===== config.mk =====
export PLATFORM = sky130hd
export DESIGN_NAME = dram_col_burst
export DESIGN_NICKNAME = d
export VERILOG_FILES = /design/src/rtl/dcb_pkg.sv /design/src/rtl/dcb_row_store.sv /design/src/rtl/dcb_prefetch.sv /design/src/rtl/dcb_cmd_delay.sv /design/src/rtl/dcb_burst_seq.sv /design/src/rtl/dram_col_burst.sv
export SDC_FILE = /design/constraint.sdc
export NUM_CORES = 2
export LEC_CHECK = 0
export BUFFER_PORTS_ARGS = -buffer_cell sky130_fd_sc_hd__buf_2
export CORE_MARGIN = 5
export CORE_UTILIZATION = 53
export CTS_CLUSTER_SIZE = 30
export DETAILED_ROUTE_END_ITERATION = 8
export PLACE_DENSITY_LB_ADDON = 0.25
export SETUP_SLACK_MARGIN = 0.2
export SLEW_MARGIN = 20
export SYNTH_ARGS = -nofsm -noshare
export SYNTH_HDL_FRONTEND = slang
export SYNTH_SLANG_ARGS = --single-unit

===== constraint.sdc =====
create_clock -name clk -period 13.8 [get_ports clk]
set_input_delay 0.69 -clock clk [delete_from_list [all_inputs] [get_ports clk]]
set_output_delay 0.69 -clock clk [all_outputs]
set_load 0.02 [all_outputs]

===== src/rtl/dcb_pkg.sv =====
package dcb_pkg;
  localparam int BURST_LEN = 8;
  localparam int TCCD      = 4;

  // chunk word carried at burst position pos for a read starting at start
  function automatic logic [2:0] burst_word(input logic [2:0] start, input logic [2:0] pos);
    logic [1:0] rot;
    rot = start[1:0] + pos[1:0];
    return {start[2] ^ pos[2], rot};
  endfunction
endpackage


===== src/rtl/dcb_row_store.sv =====
module dcb_row_store #(
  parameter int W    = 16,
  parameter int COLS = 64,
  localparam int AW  = $clog2(COLS)
) (
  input  logic                                   clk,
  input  logic                                   we,
  input  logic [AW-1:0]                          waddr,
  input  logic [W-1:0]                           wdata,
  input  logic [AW-4:0]                          chunk_sel,
  output logic [dcb_pkg::BURST_LEN-1:0][W-1:0]   chunk_o
);
  logic [W-1:0] mem_q [COLS];

  always_ff @(posedge clk) begin
    if (we) mem_q[waddr] <= wdata;
  end

  for (genvar i = 0; i < dcb_pkg::BURST_LEN; i++) begin : g_chunk
    assign chunk_o[i] = mem_q[{chunk_sel, 3'(i)}];
  end
endmodule


===== src/rtl/dcb_prefetch.sv =====
module dcb_prefetch #(
  parameter int W      = 16,
  parameter int SLOT_W = 3,
  localparam int NSLOT = 1 << SLOT_W
) (
  input  logic                                 clk,
  input  logic                                 wr_en,
  input  logic [SLOT_W-1:0]                    wr_slot,
  input  logic [2:0]                           wr_start,
  input  logic [dcb_pkg::BURST_LEN-1:0][W-1:0] chunk_i,
  input  logic [SLOT_W-1:0]                    rd_slot,
  input  logic [1:0]                           rd_pair,
  output logic [W-1:0]                         rd_even,
  output logic [W-1:0]                         rd_odd
);
  logic [dcb_pkg::BURST_LEN-1:0][W-1:0] pf_mem [NSLOT];

  // store the chunk already in burst order
  for (genvar p = 0; p < dcb_pkg::BURST_LEN; p++) begin : g_pos
    logic [W-1:0] word_d;
    assign word_d = chunk_i[dcb_pkg::burst_word(wr_start, 3'(p))];
    always_ff @(posedge clk) begin
      if (wr_en) pf_mem[wr_slot][p] <= word_d;
    end
  end

  assign rd_even = pf_mem[rd_slot][{rd_pair, 1'b0}];
  assign rd_odd  = pf_mem[rd_slot][{rd_pair, 1'b1}];
endmodule


===== src/rtl/dcb_cmd_delay.sv =====
module dcb_cmd_delay #(
  parameter int DEPTH  = 16,
  parameter int DW     = 4,
  localparam int SEL_W = $clog2(DEPTH)
) (
  input  logic             clk,
  input  logic             rst_n,
  input  logic             in_v,
  input  logic [DW-1:0]    in_d,
  input  logic [SEL_W-1:0] tap_sel,
  output logic             tap_v,
  output logic [DW-1:0]    tap_d
);
  logic [DEPTH-1:0]         vld_q, vld_d;
  logic [DEPTH-1:0][DW-1:0] pay_q, pay_d;

  always_comb begin
    vld_d = {vld_q[DEPTH-2:0], in_v};
    pay_d = {pay_q[DEPTH-2:0], in_d};
  end

  always_ff @(posedge clk or negedge rst_n) begin
    if (!rst_n) vld_q <= '0;
    else        vld_q <= vld_d;
  end

  always_ff @(posedge clk) begin
    pay_q <= pay_d;
  end

  assign tap_v = vld_q[tap_sel];
  assign tap_d = pay_q[tap_sel];
endmodule


===== src/rtl/dcb_burst_seq.sv =====
module dcb_burst_seq #(
  parameter int W      = 16,
  parameter int SLOT_W = 3
) (
  input  logic              clk,
  input  logic              rst_n,
  input  logic              tap_vld,
  input  logic              tap_chop,
  input  logic [SLOT_W-1:0] tap_slot,
  output logic [SLOT_W-1:0] rd_slot,
  output logic [1:0]        rd_pair,
  input  logic [W-1:0]      rd_even,
  input  logic [W-1:0]      rd_odd,
  output logic [W-1:0]      q_even,
  output logic              q_vld_e,
  output logic [W-1:0]      q_odd,
  output logic              q_vld_o
);
  logic              act_q, act_d;
  logic              chop_q, chop_d;
  logic [1:0]        beat_q, beat_d;
  logic [SLOT_W-1:0] slot_q, slot_d;
  logic              vld_d, last_beat, data_en;
  logic [W-1:0]      even_q, odd_q;
  logic              vld_e_q, vld_o_q;

  assign rd_slot   = tap_vld ? tap_slot : slot_q;
  assign rd_pair   = tap_vld ? 2'd0 : beat_q;
  assign last_beat = chop_q ? (beat_q == 2'd1) : (beat_q == 2'd3);

  always_comb begin
    act_d  = act_q;
    chop_d = chop_q;
    beat_d = beat_q;
    slot_d = slot_q;
    vld_d  = 1'b0;
    if (tap_vld) begin
      act_d  = 1'b1;
      chop_d = tap_chop;
      beat_d = 2'd1;
      slot_d = tap_slot;
      vld_d  = 1'b1;
    end else if (act_q) begin
      act_d  = !last_beat;
      beat_d = beat_q + 2'd1;
      vld_d  = 1'b1;
    end
  end

  assign data_en = vld_d;

  always_ff @(posedge clk or negedge rst_n) begin
    if (!rst_n) begin
      act_q   <= 1'b0;
      chop_q  <= 1'b0;
      beat_q  <= 2'd0;
      slot_q  <= '0;
      vld_e_q <= 1'b0;
      vld_o_q <= 1'b0;
      even_q  <= '0;
      odd_q   <= '0;
    end else begin
      act_q   <= act_d;
      chop_q  <= chop_d;
      beat_q  <= beat_d;
      slot_q  <= slot_d;
      vld_e_q <= vld_d;
      vld_o_q <= vld_d;
      if (data_en) begin
        even_q <= rd_even;
        odd_q  <= rd_odd;
      end
    end
  end

  assign q_even  = even_q;
  assign q_odd   = odd_q;
  assign q_vld_e = vld_e_q;
  assign q_vld_o = vld_o_q;

  AST_FIRST_BEAT: assert property (@(posedge clk) disable iff (!rst_n)
    tap_vld |=> (q_vld_e && q_vld_o));
  AST_CHOP_SHORT: assert property (@(posedge clk) disable iff (!rst_n)
    ($past(tap_vld && tap_chop, 2) && !$past(tap_vld) && !tap_vld) |=> !(q_vld_e || q_vld_o));
  AST_IDLE_QUIET: assert property (@(posedge clk) disable iff (!rst_n)
    (!tap_vld && !act_q) |=> !(q_vld_e || q_vld_o));
endmodule


===== src/rtl/dram_col_burst.sv =====
module dram_col_burst #(
  parameter int W      = 16,
  parameter int COLS   = 64,
  parameter int CL_MIN = 5,
  parameter int CL_MAX = 16,
  localparam int AW     = $clog2(COLS),
  localparam int CLW    = $clog2(CL_MAX + 1),
  localparam int TAP_W  = $clog2(CL_MAX),
  localparam int SLOT_W = $clog2(CL_MAX / dcb_pkg::TCCD + 2),
  localparam int DW     = 1 + SLOT_W
) (
  input  logic           clk,
  input  logic           rst_n,
  input  logic [CLW-1:0] cfg_cl,
  input  logic           ld_en,
  input  logic [AW-1:0]  ld_addr,
  input  logic [W-1:0]   ld_data,
  input  logic           rd_valid,
  input  logic [AW-1:0]  rd_col,
  input  logic           rd_chop,
  output logic [W-1:0]   dq_even,
  output logic           dq_even_vld,
  output logic [W-1:0]   dq_odd,
  output logic           dq_odd_vld
);
  logic [CLW-1:0]    cl_q, cl_d, cl_clamped;
  logic              cl_ok_q;
  logic              accept;
  logic [SLOT_W-1:0] wptr_q, wptr_d;
  logic [dcb_pkg::BURST_LEN-1:0][W-1:0] chunk;
  logic              tap_v;
  logic [DW-1:0]     tap_d;
  logic [SLOT_W-1:0] rd_slot;
  logic [1:0]        rd_pair;
  logic [W-1:0]      pf_even, pf_odd;
  logic [TAP_W-1:0]  tap_sel;

  always_comb begin
    if (cfg_cl < CLW'(CL_MIN))      cl_clamped = CLW'(CL_MIN);
    else if (cfg_cl > CLW'(CL_MAX)) cl_clamped = CLW'(CL_MAX);
    else                            cl_clamped = cfg_cl;
    cl_d   = cl_ok_q ? cl_q : cl_clamped;
    accept = rd_valid && cl_ok_q;
    wptr_d = accept ? wptr_q + 1'b1 : wptr_q;
  end

  always_ff @(posedge clk or negedge rst_n) begin
    if (!rst_n) begin
      cl_q    <= CLW'(CL_MIN);
      cl_ok_q <= 1'b0;
      wptr_q  <= '0;
    end else begin
      cl_q    <= cl_d;
      cl_ok_q <= 1'b1;
      wptr_q  <= wptr_d;
    end
  end

  assign tap_sel = TAP_W'(cl_q - 1'b1);

  dcb_row_store #(.W(W), .COLS(COLS)) i_store (
    .clk(clk), .we(ld_en), .waddr(ld_addr), .wdata(ld_data),
    .chunk_sel(rd_col[AW-1:3]), .chunk_o(chunk)
  );

  dcb_prefetch #(.W(W), .SLOT_W(SLOT_W)) i_prefetch (
    .clk(clk), .wr_en(accept), .wr_slot(wptr_q), .wr_start(rd_col[2:0]),
    .chunk_i(chunk), .rd_slot(rd_slot), .rd_pair(rd_pair),
    .rd_even(pf_even), .rd_odd(pf_odd)
  );

  dcb_cmd_delay #(.DEPTH(CL_MAX), .DW(DW)) i_delay (
    .clk(clk), .rst_n(rst_n), .in_v(accept), .in_d({rd_chop, wptr_q}),
    .tap_sel(tap_sel), .tap_v(tap_v), .tap_d(tap_d)
  );

  dcb_burst_seq #(.W(W), .SLOT_W(SLOT_W)) i_seq (
    .clk(clk), .rst_n(rst_n), .tap_vld(tap_v), .tap_chop(tap_d[DW-1]),
    .tap_slot(tap_d[SLOT_W-1:0]), .rd_slot(rd_slot), .rd_pair(rd_pair),
    .rd_even(pf_even), .rd_odd(pf_odd), .q_even(dq_even), .q_vld_e(dq_even_vld),
    .q_odd(dq_odd), .q_vld_o(dq_odd_vld)
  );

  // spacing monitor for the column-to-column rule
  logic [2:0] gap_q;
  always_ff @(posedge clk or negedge rst_n) begin
    if (!rst_n)                            gap_q <= 3'(dcb_pkg::TCCD);
    else if (accept)                       gap_q <= 3'd1;
    else if (gap_q < 3'(dcb_pkg::TCCD))    gap_q <= gap_q + 3'd1;
  end

  AST_RD_SPACING: assert property (@(posedge clk) disable iff (!rst_n)
    accept |-> (gap_q >= 3'(dcb_pkg::TCCD)));
  AST_CL_IN_RANGE: assert property (@(posedge clk) disable iff (!rst_n)
    cl_ok_q |-> (cl_q >= CLW'(CL_MIN) && cl_q <= CLW'(CL_MAX)));
  AST_NO_EARLY_READ: assert property (@(posedge clk) disable iff (!rst_n)
    !cl_ok_q |=> $stable(wptr_q));
endmodule


Yosys cells after proc, flatten, opt, wreduce, memory -nomap -nowiden --
Memories as Yosys holds them, arrays and structs flattened. Cells that the tools add are included.
Cells by class: add/subtract/negate cells 6, multiply operators 0, divide/modulo/power cells 0, magnitude comparators 13, equality and inequality tests 2, shift operators 0, mux-type cells 39, bitwise operators 1, reductions and logical operators 3
Operators by type and width (number):
- $bmux W16 S3 | 8
- $mux W16 | 10
- $bmux W16 S2 | 2
- $lt A3 B4 Y1 const B | 10
- $bmux W4 S4 | 1
- $mux W4 | 3
- $mux W1 | 10
- $mux W2 | 3
- $gt A5 B5 Y1 const B | 1
- $lt A4 B5 Y1 const B | 1
- $lt A5 B3 Y1 const B | 1
- $add A2 B1 Y2 const B | 2
- $add A2 B2 Y2 const B | 2
- $bmux W1 S4 | 1
- $sub A4 B1 Y4 const B | 1
- $add A3 B1 Y3 const B | 1
- $mux W3 | 1
- $eq A2 B1 Y1 const B | 1
- $eq A2 B2 Y1 const B | 1
- $reduce_bool A2 Y1 | 1
- $logic_and A1 B1 Y1 | 1
- $logic_not A1 Y1 | 1
- $not A1 Y1 | 1
Word-level totals: register bits after elaboration 128, latch bits 0, memory bits (writable) 2048, memory bits (read-only) 0, bits of input ports 38, output and inout port bits 34, word-level logic and storage cells 93, memories 2
Memory list:
- i_prefetch.pf_mem | depth 8, width 128, rd ports 1, clocked after Yosys merged registers in 0, write ports 1, RTL line dcb_prefetch.sv:16 | logic [dcb_pkg::BURST_LEN-1:0][W-1:0] pf_mem [NSLOT];
- i_store.mem_q | depth 64, width 16, rd ports 8, clocked after Yosys merged registers in 0, write ports 1, RTL line dcb_row_store.sv:13 | logic [W-1:0] mem_q [COLS];

Depth between registers and ports, before layout --
An unclocked memory read counts as a cell.
depth after elaboration 7, depth in mapped cells 17, mapped depth without buffers 11

By module --
From an unflattened synthesis, not the netlist that was laid out.
Second synthesis, totals: cell total of the unflattened synthesis 4329, area, all modules 88506.1 µm²
By module, submodules not included:
- dcb_prefetch | times used 1, cells each 2493, area each 44765.4 µm², seq. area each 30749.5 µm²
- dcb_row_store | times used 1, cells each 1578, area each 39389.0 µm², seq. area each 30749.5 µm²
- dcb_cmd_delay | times used 1, cells each 127, area each 2282.2 µm², seq. area each 1681.6 µm²
- dcb_burst_seq | times used 1, cells each 92, area each 1651.6 µm², seq. area each 1001.0 µm²
- dram_col_burst | times used 1, cells each 39, area each 417.9 µm², seq. area each 202.7 µm²

Worst setup path before layout --
Ideal clock, no wire load.
path kind input to register, start point input rd_valid, end point memory i_prefetch.pf_mem[0][0] (netlist bit), enable pin, setup time 0.772 ns, data arrival time 9.748 ns, required time 13.028 ns, slack 3.280 ns, stages 3, buffers on the path 0, cell sequence nand2_1 > or2_2 > nor3_1
Between the ends: cells in the longest elaborated chain, start to end 3
RTL lines:
- start: declaration | RTL line dram_col_burst.sv:18 | input logic rd_valid,
- $logic_and A1 B1 Y1 | RTL line dram_col_burst.sv:43 | accept = rd_valid && cl_ok_q;
- $mux W1 | RTL line dcb_prefetch.sv:23 | if (wr_en) pf_mem[wr_slot][p] <= word_d;
- $mux W1 (implied by the code) | RTL line dcb_prefetch.sv:23
- end: declaration | RTL line dcb_prefetch.sv:16
No other way between the ends.

Final worst setup path --
start point register cl_q[0], end point register i_seq.even_q[11] (netlist: i_seq.q_even[11])
Between the ends: cells in the longest elaborated chain, start to end 7, elaborated cells between the ends (all ways) 11, those cells by class add/sub: 1; mux: 9; memory: 1
RTL lines:
- start: declaration | RTL line dram_col_burst.sv:26 | logic [CLW-1:0] cl_q, cl_d, cl_clamped;
- start signal: assignment | RTL line dram_col_burst.sv:49 | cl_q <= CLW'(CL_MIN);
- start signal: assignment | RTL line dram_col_burst.sv:53 | cl_q <= cl_d;
- $sub A4 B1 Y4 * | RTL line dram_col_burst.sv:59 | assign tap_sel = TAP_W'(cl_q - 1'b1);
- $bmux W4 S4 or $bmux W1 S4 (tied branches) | RTL line dcb_cmd_delay.sv:32, dcb_cmd_delay.sv:31
- $mux W4 (implied by the code) or $mux W1 (tied branches) | RTL line dcb_cmd_delay.sv:32, dcb_cmd_delay.sv:31
- $mux W3
- $mem_v2 Z8 W128
- $bmux W16 S2 | RTL line dcb_prefetch.sv:27 | assign rd_even = pf_mem[rd_slot][{rd_pair, 1'b0}];
- $mux W16 (implied by the code) | RTL line dcb_prefetch.sv:27
- end signal: assignment | RTL line dcb_burst_seq.sv:70 | even_q <= rd_even;
- end: declaration | RTL line dcb_burst_seq.sv:24 | logic [W-1:0] even_q, odd_q;
Mark *: on every way between the ends. The rest lies on a longest branch, timed or not. The select of a mux whose other input is x is not followed. A chain may end at the register's enable or synchronous reset.

==> out/summary.txt <==
=====================================================================================
Result of the run                                                        finished, final reports clean
Site Rows                                                                         148
Total negative slack                                                             0 ps
Slew at the pin with the worst max-slew slack                                 1210 ps
Synth cell types                                                                   49
Async S/R FF share, synth                                                       2.94%
Syn_nets                                                                         5197
Detailed Routing Iterations Pass 1                                                  6
GPL Wtd Cong                                                                    0.959
Vias in the first global route                                                  45700
Hold path endpoint                                                            cl_q[3]
Gr usage total                                                                  25.2%
Fill count                                                                      11800
Hold Crit Depth                                                                     2
Layout cell share with drive strength beyond 1                                  19.1%
Clock root buffer                                                        sky130_fd_sc_hd__clkbuf_16
Remaining global-route overflow                                                     0
Layout Skew                                                                   31.2 ps
Crit share post-route                                                           51.3%
M1 GR Usage                                                                     36.6%
Post-detailed-route via-to-cell ratio                                            6.21
Area of placed instances                                                  0.0900 mm^2
Area of the mapped netlist                                                0.0870 mm^2
Post-DR wirelength/cell                                                       28.6 um
Total count of hold-check failures in the final report                              0
Overall die area                                                           0.172 mm^2
HPWL after detailed placement                                               122000 um
CTS resizes                                                                         0
IO Pins                                                                            72
Warning count from the yosys run                                                    0
Synth cell count leaders                                                 sky130_fd_sc_hd__edfxtp_1, sky130_fd_sc_hd__nand2_1, sky130_fd_sc_hd__mux4_2
Reg2reg end                                                              i_seq.q_even[11]
Class of the tightest hold or removal check                              primary input to flop
Num Clock Sinks                                                                  2176
Met2 GRT Util                                                                   38.8%
Sum of internal, switching and leakage power                                  17.9 mW
Cell total after placement                                                       7225
Finished layout cell area                                                 0.0972 mm^2
Area grow syn2layout                                                            11.7%
Register area                                                             0.0644 mm^2
# setup viols final                                                                 0
Critical path endpoint category                                                  flop
Total core area                                                            0.163 mm^2
Total buffers and inverters traversed by the critical path                          4
Max Root-Sink Buffers                                                               3
Post-synth top area cell                                                 sky130_fd_sc_hd__edfxtp_1
Pin count of the biggest net entering global routing                              177
Clock insertion delay at the later pin of the skew report                      830 ps
Footprint of the multi-input gates                                        0.0209 mm^2
Critical-path cell list                                                  inv_1 -> ha_1 -> mux2_2 -> mux4_2 -> mux2_2 -> mux2i_4 -> buf_12 -> inv_8 -> nor2_4 -> buf_4 -> a32oi_1 -> nand3_1 -> a32oi_1
Unrepaired setup endpoints after global routing                                 false
Initial antenna violation count                                                    10
Number of max-slew violations in the final report                                   0
Fraction of met3 tracks used by global routing                                  4.20%
Instance count of the mapped netlist                                             5157
Largest fanout on the critical path                                               159
Setup slack, reg-to-reg                                                       6720 ps
Category of the most critical setup path                                 flop to flop
CP max-delay cell                                                        sky130_fd_sc_hd__dfstp_2
CTS H-tree depth                                                                    4
Area share of the leading cell type in the synthesized netlist                  70.7%
IO buf count                                                                       71
Tightest hold margin                                                          66.8 ps
Top cell family by delay on the critical path                            buffers and inverters
Number of flops mapped to enable cells by yosys                                  2048
CP required                                                                  14470 ps
Antenna Nets Post-Route                                                             0
Die Span Y                                                                     415 um
Post-layout minimum cycle time                                                7080 ps
Length in cells of the worst reg-to-reg path                                       13
Worst Path Arrival                                                            7750 ps
Count of routing violations after the opening detailed-route iteration           6106
DR vias                                                                         47400
Most utilized layer in the global route result                                   met2
Max VDD drop                                                                 0.194 mV
Biggest area contributors in the synthesized netlist                     sky130_fd_sc_hd__edfxtp_1, sky130_fd_sc_hd__mux4_2, sky130_fd_sc_hd__nand2_1
Initial standard-cell utilization of the core                                   53.4%
Clock slew at reported path FFs                                                 60 ps
FMAX                                                                        0.141 GHz
Launching point of the worst reg2reg path                                     cl_q[0]
Delay of the slowest cell on the worst path                                    970 ps
Worst relative slew slack                                                       18.2%
Total number of nets in the final design                                         5305
Maximum capacitance violations                                                      0
Post-Syn Area per Cell                                                      16.9 um^2
Number of buffers added by the clock tree synthesis step                          211
Post-route non-filler standard cell count                                        7632
Most frequent cell after synthesis                                       sky130_fd_sc_hd__edfxtp_1
Wire length of the first global-routing pass                                319000 um
Top flip-flop cell by instance count after synthesis                     sky130_fd_sc_hd__edfxtp_1
Post-synthesis register bit count                                                2176
Critical path launch point type                                                  flop
Static leakage                                                                32.3 nW
Clock tree from TritonCTS                                                        done
Remaining DRCs                                                                      0
Overall die width                                                              415 um
Startpoint of the lowest-slack hold path                                    cfg_cl[4]
Share of the yosys chip area belonging to registers                             74.0%
Wire length reported by the detailed router                                 218000 um
PD cells                                                                  184 mW/mm^2
=====================================================================================
-- per-stage QoR --
stage | setup WS, ps | util [%]
5_1_grt | 6380 | 59.6
2_1_floorplan | 3280 | -
3_5_place_dp | 6840 | 55.3
6_report | 6720 | 59.6
4_1_cts | 6790 | 59.6
3_3_place_gp | 6960 | 55.3
-- routing by layer --
metal | vias up | routed length [um]
met3 | 368 | 18700
met4 | 4 | 8640
met5 | - | 23
li1 | 20200 | -
met2 | 2297 | 102000
met1 | 24500 | 88700
-- cell type report --
| cell class | instances | area share [%] |
|---|---|---|
| flip-flops and latches | 2176 | 66.3 |
| multi-input cells | 2527 | 21.5 |
| clock buffers | 264 | 5.91 |
| well taps | 2175 | 2.80 |
| repair buffers | 211 | 1.60 |
| clock inverters | 134 | 1.36 |
| inverters | 138 | 0.547 |
| diodes | 7 | 0.0180 |
-- flip-flops by register name, indices dropped and copies added (netlist names), 2 cells and up --
name / count
i_delay.pay_q: 4
i_seq.q_even: 16
cl_q: 4
i_prefetch.pf_mem: 1024
i_store.mem_q: 1024
wptr_q: 3
i_delay.vld_q: 16
i_seq.slot_q: 3
i_seq.beat_q: 2
i_delay.pay_d: 60
i_seq.q_odd: 16
-- worst max path at each step --
stage	startpoint	end	depth (start not counted)
after detailed placement	cl_q[0]	i_seq.q_odd[7]	13
after CTS	cl_q[0]	i_seq.q_even[11]	13
final	cl_q[0]	i_seq.q_even[11]	13
after global placement	cl_q[0]	i_seq.q_even[9]	13
after global routing	cl_q[0]	i_seq.q_even[4]	13
after floorplan	rd_valid	i_prefetch.pf_mem[0][0]	3
-- layout by cell type, fill, tap and decap left out, types with 7 or more instances in the layout --
cell | Yosys | final
sky130_fd_sc_hd__edfxtp_1 | 2048 | 2048
sky130_fd_sc_hd__nand2_1 | 975 | 975
sky130_fd_sc_hd__mux4_2 | 404 | 404
sky130_fd_sc_hd__nand3_1 | 229 | 227
sky130_fd_sc_hd__clkbuf_16 | 0 | 220
sky130_fd_sc_hd__mux2i_1 | 204 | 204
sky130_fd_sc_hd__inv_1 | 136 | 135
sky130_fd_sc_hd__buf_4 | 16 | 135
sky130_fd_sc_hd__o21ai_0 | 134 | 131
sky130_fd_sc_hd__a31oi_1 | 128 | 128
sky130_fd_sc_hd__nor2_1 | 105 | 93
sky130_fd_sc_hd__mux2_2 | 72 | 72
sky130_fd_sc_hd__a32oi_1 | 65 | 65
sky130_fd_sc_hd__dfxtp_1 | 64 | 64
sky130_fd_sc_hd__buf_2 | 101 | 63
sky130_fd_sc_hd__dfrtp_1 | 62 | 61
sky130_fd_sc_hd__clkinv_1 | 0 | 51
sky130_fd_sc_hd__clkinv_2 | 0 | 39
sky130_fd_sc_hd__clkbuf_1 | 133 | 36
sky130_fd_sc_hd__o211ai_1 | 33 | 33
sky130_fd_sc_hd__a21oi_1 | 34 | 33
sky130_fd_sc_hd__nand4_1 | 32 | 32
sky130_fd_sc_hd__o22ai_1 | 32 | 32
sky130_fd_sc_hd__a311oi_1 | 32 | 32
sky130_fd_sc_hd__bufinv_16 | 0 | 24
sky130_fd_sc_hd__nor2_4 | 0 | 8
sky130_fd_sc_hd__clkinvlp_4 | 0 | 8
sky130_fd_sc_hd__buf_12 | 0 | 8
sky130_fd_sc_hd__diode_2 | 0 | 7
sky130_fd_sc_hd__clkbuf_8 | 0 | 7
-- cell families (layout without fill, tap and decap cells) --
group	Yosys count	after routing	share of synthesized area [%]
AO/OA/AOI/OAI	462	462	3.43
XOR/XNOR	8	8	0.0892
adder cells (fa/ha/maj)	2	2	0.0288
buffers and inverters	454	747	2.20
flip-flops	2176	2176	74.0
multiplexers	683	683	13.8
other	1	8	0.00431
AND/OR/NAND/NOR	1371	1371	6.43
-- where the power goes --
group	switching, mW	internal (mW)
sequential	0.163	7.70
clock	2.42	3.39
combinational	2.97	1.24
total	5.54	12.3
-- repair_timing --
item                       4_1_cts  5_1_grt
setup buffers                    0        0
hold buffers                     2        0
setup endpoints to repair        0        0
hold endpoints to repair        27        0
Note: power is estimated with default switching activity, not from simulation.
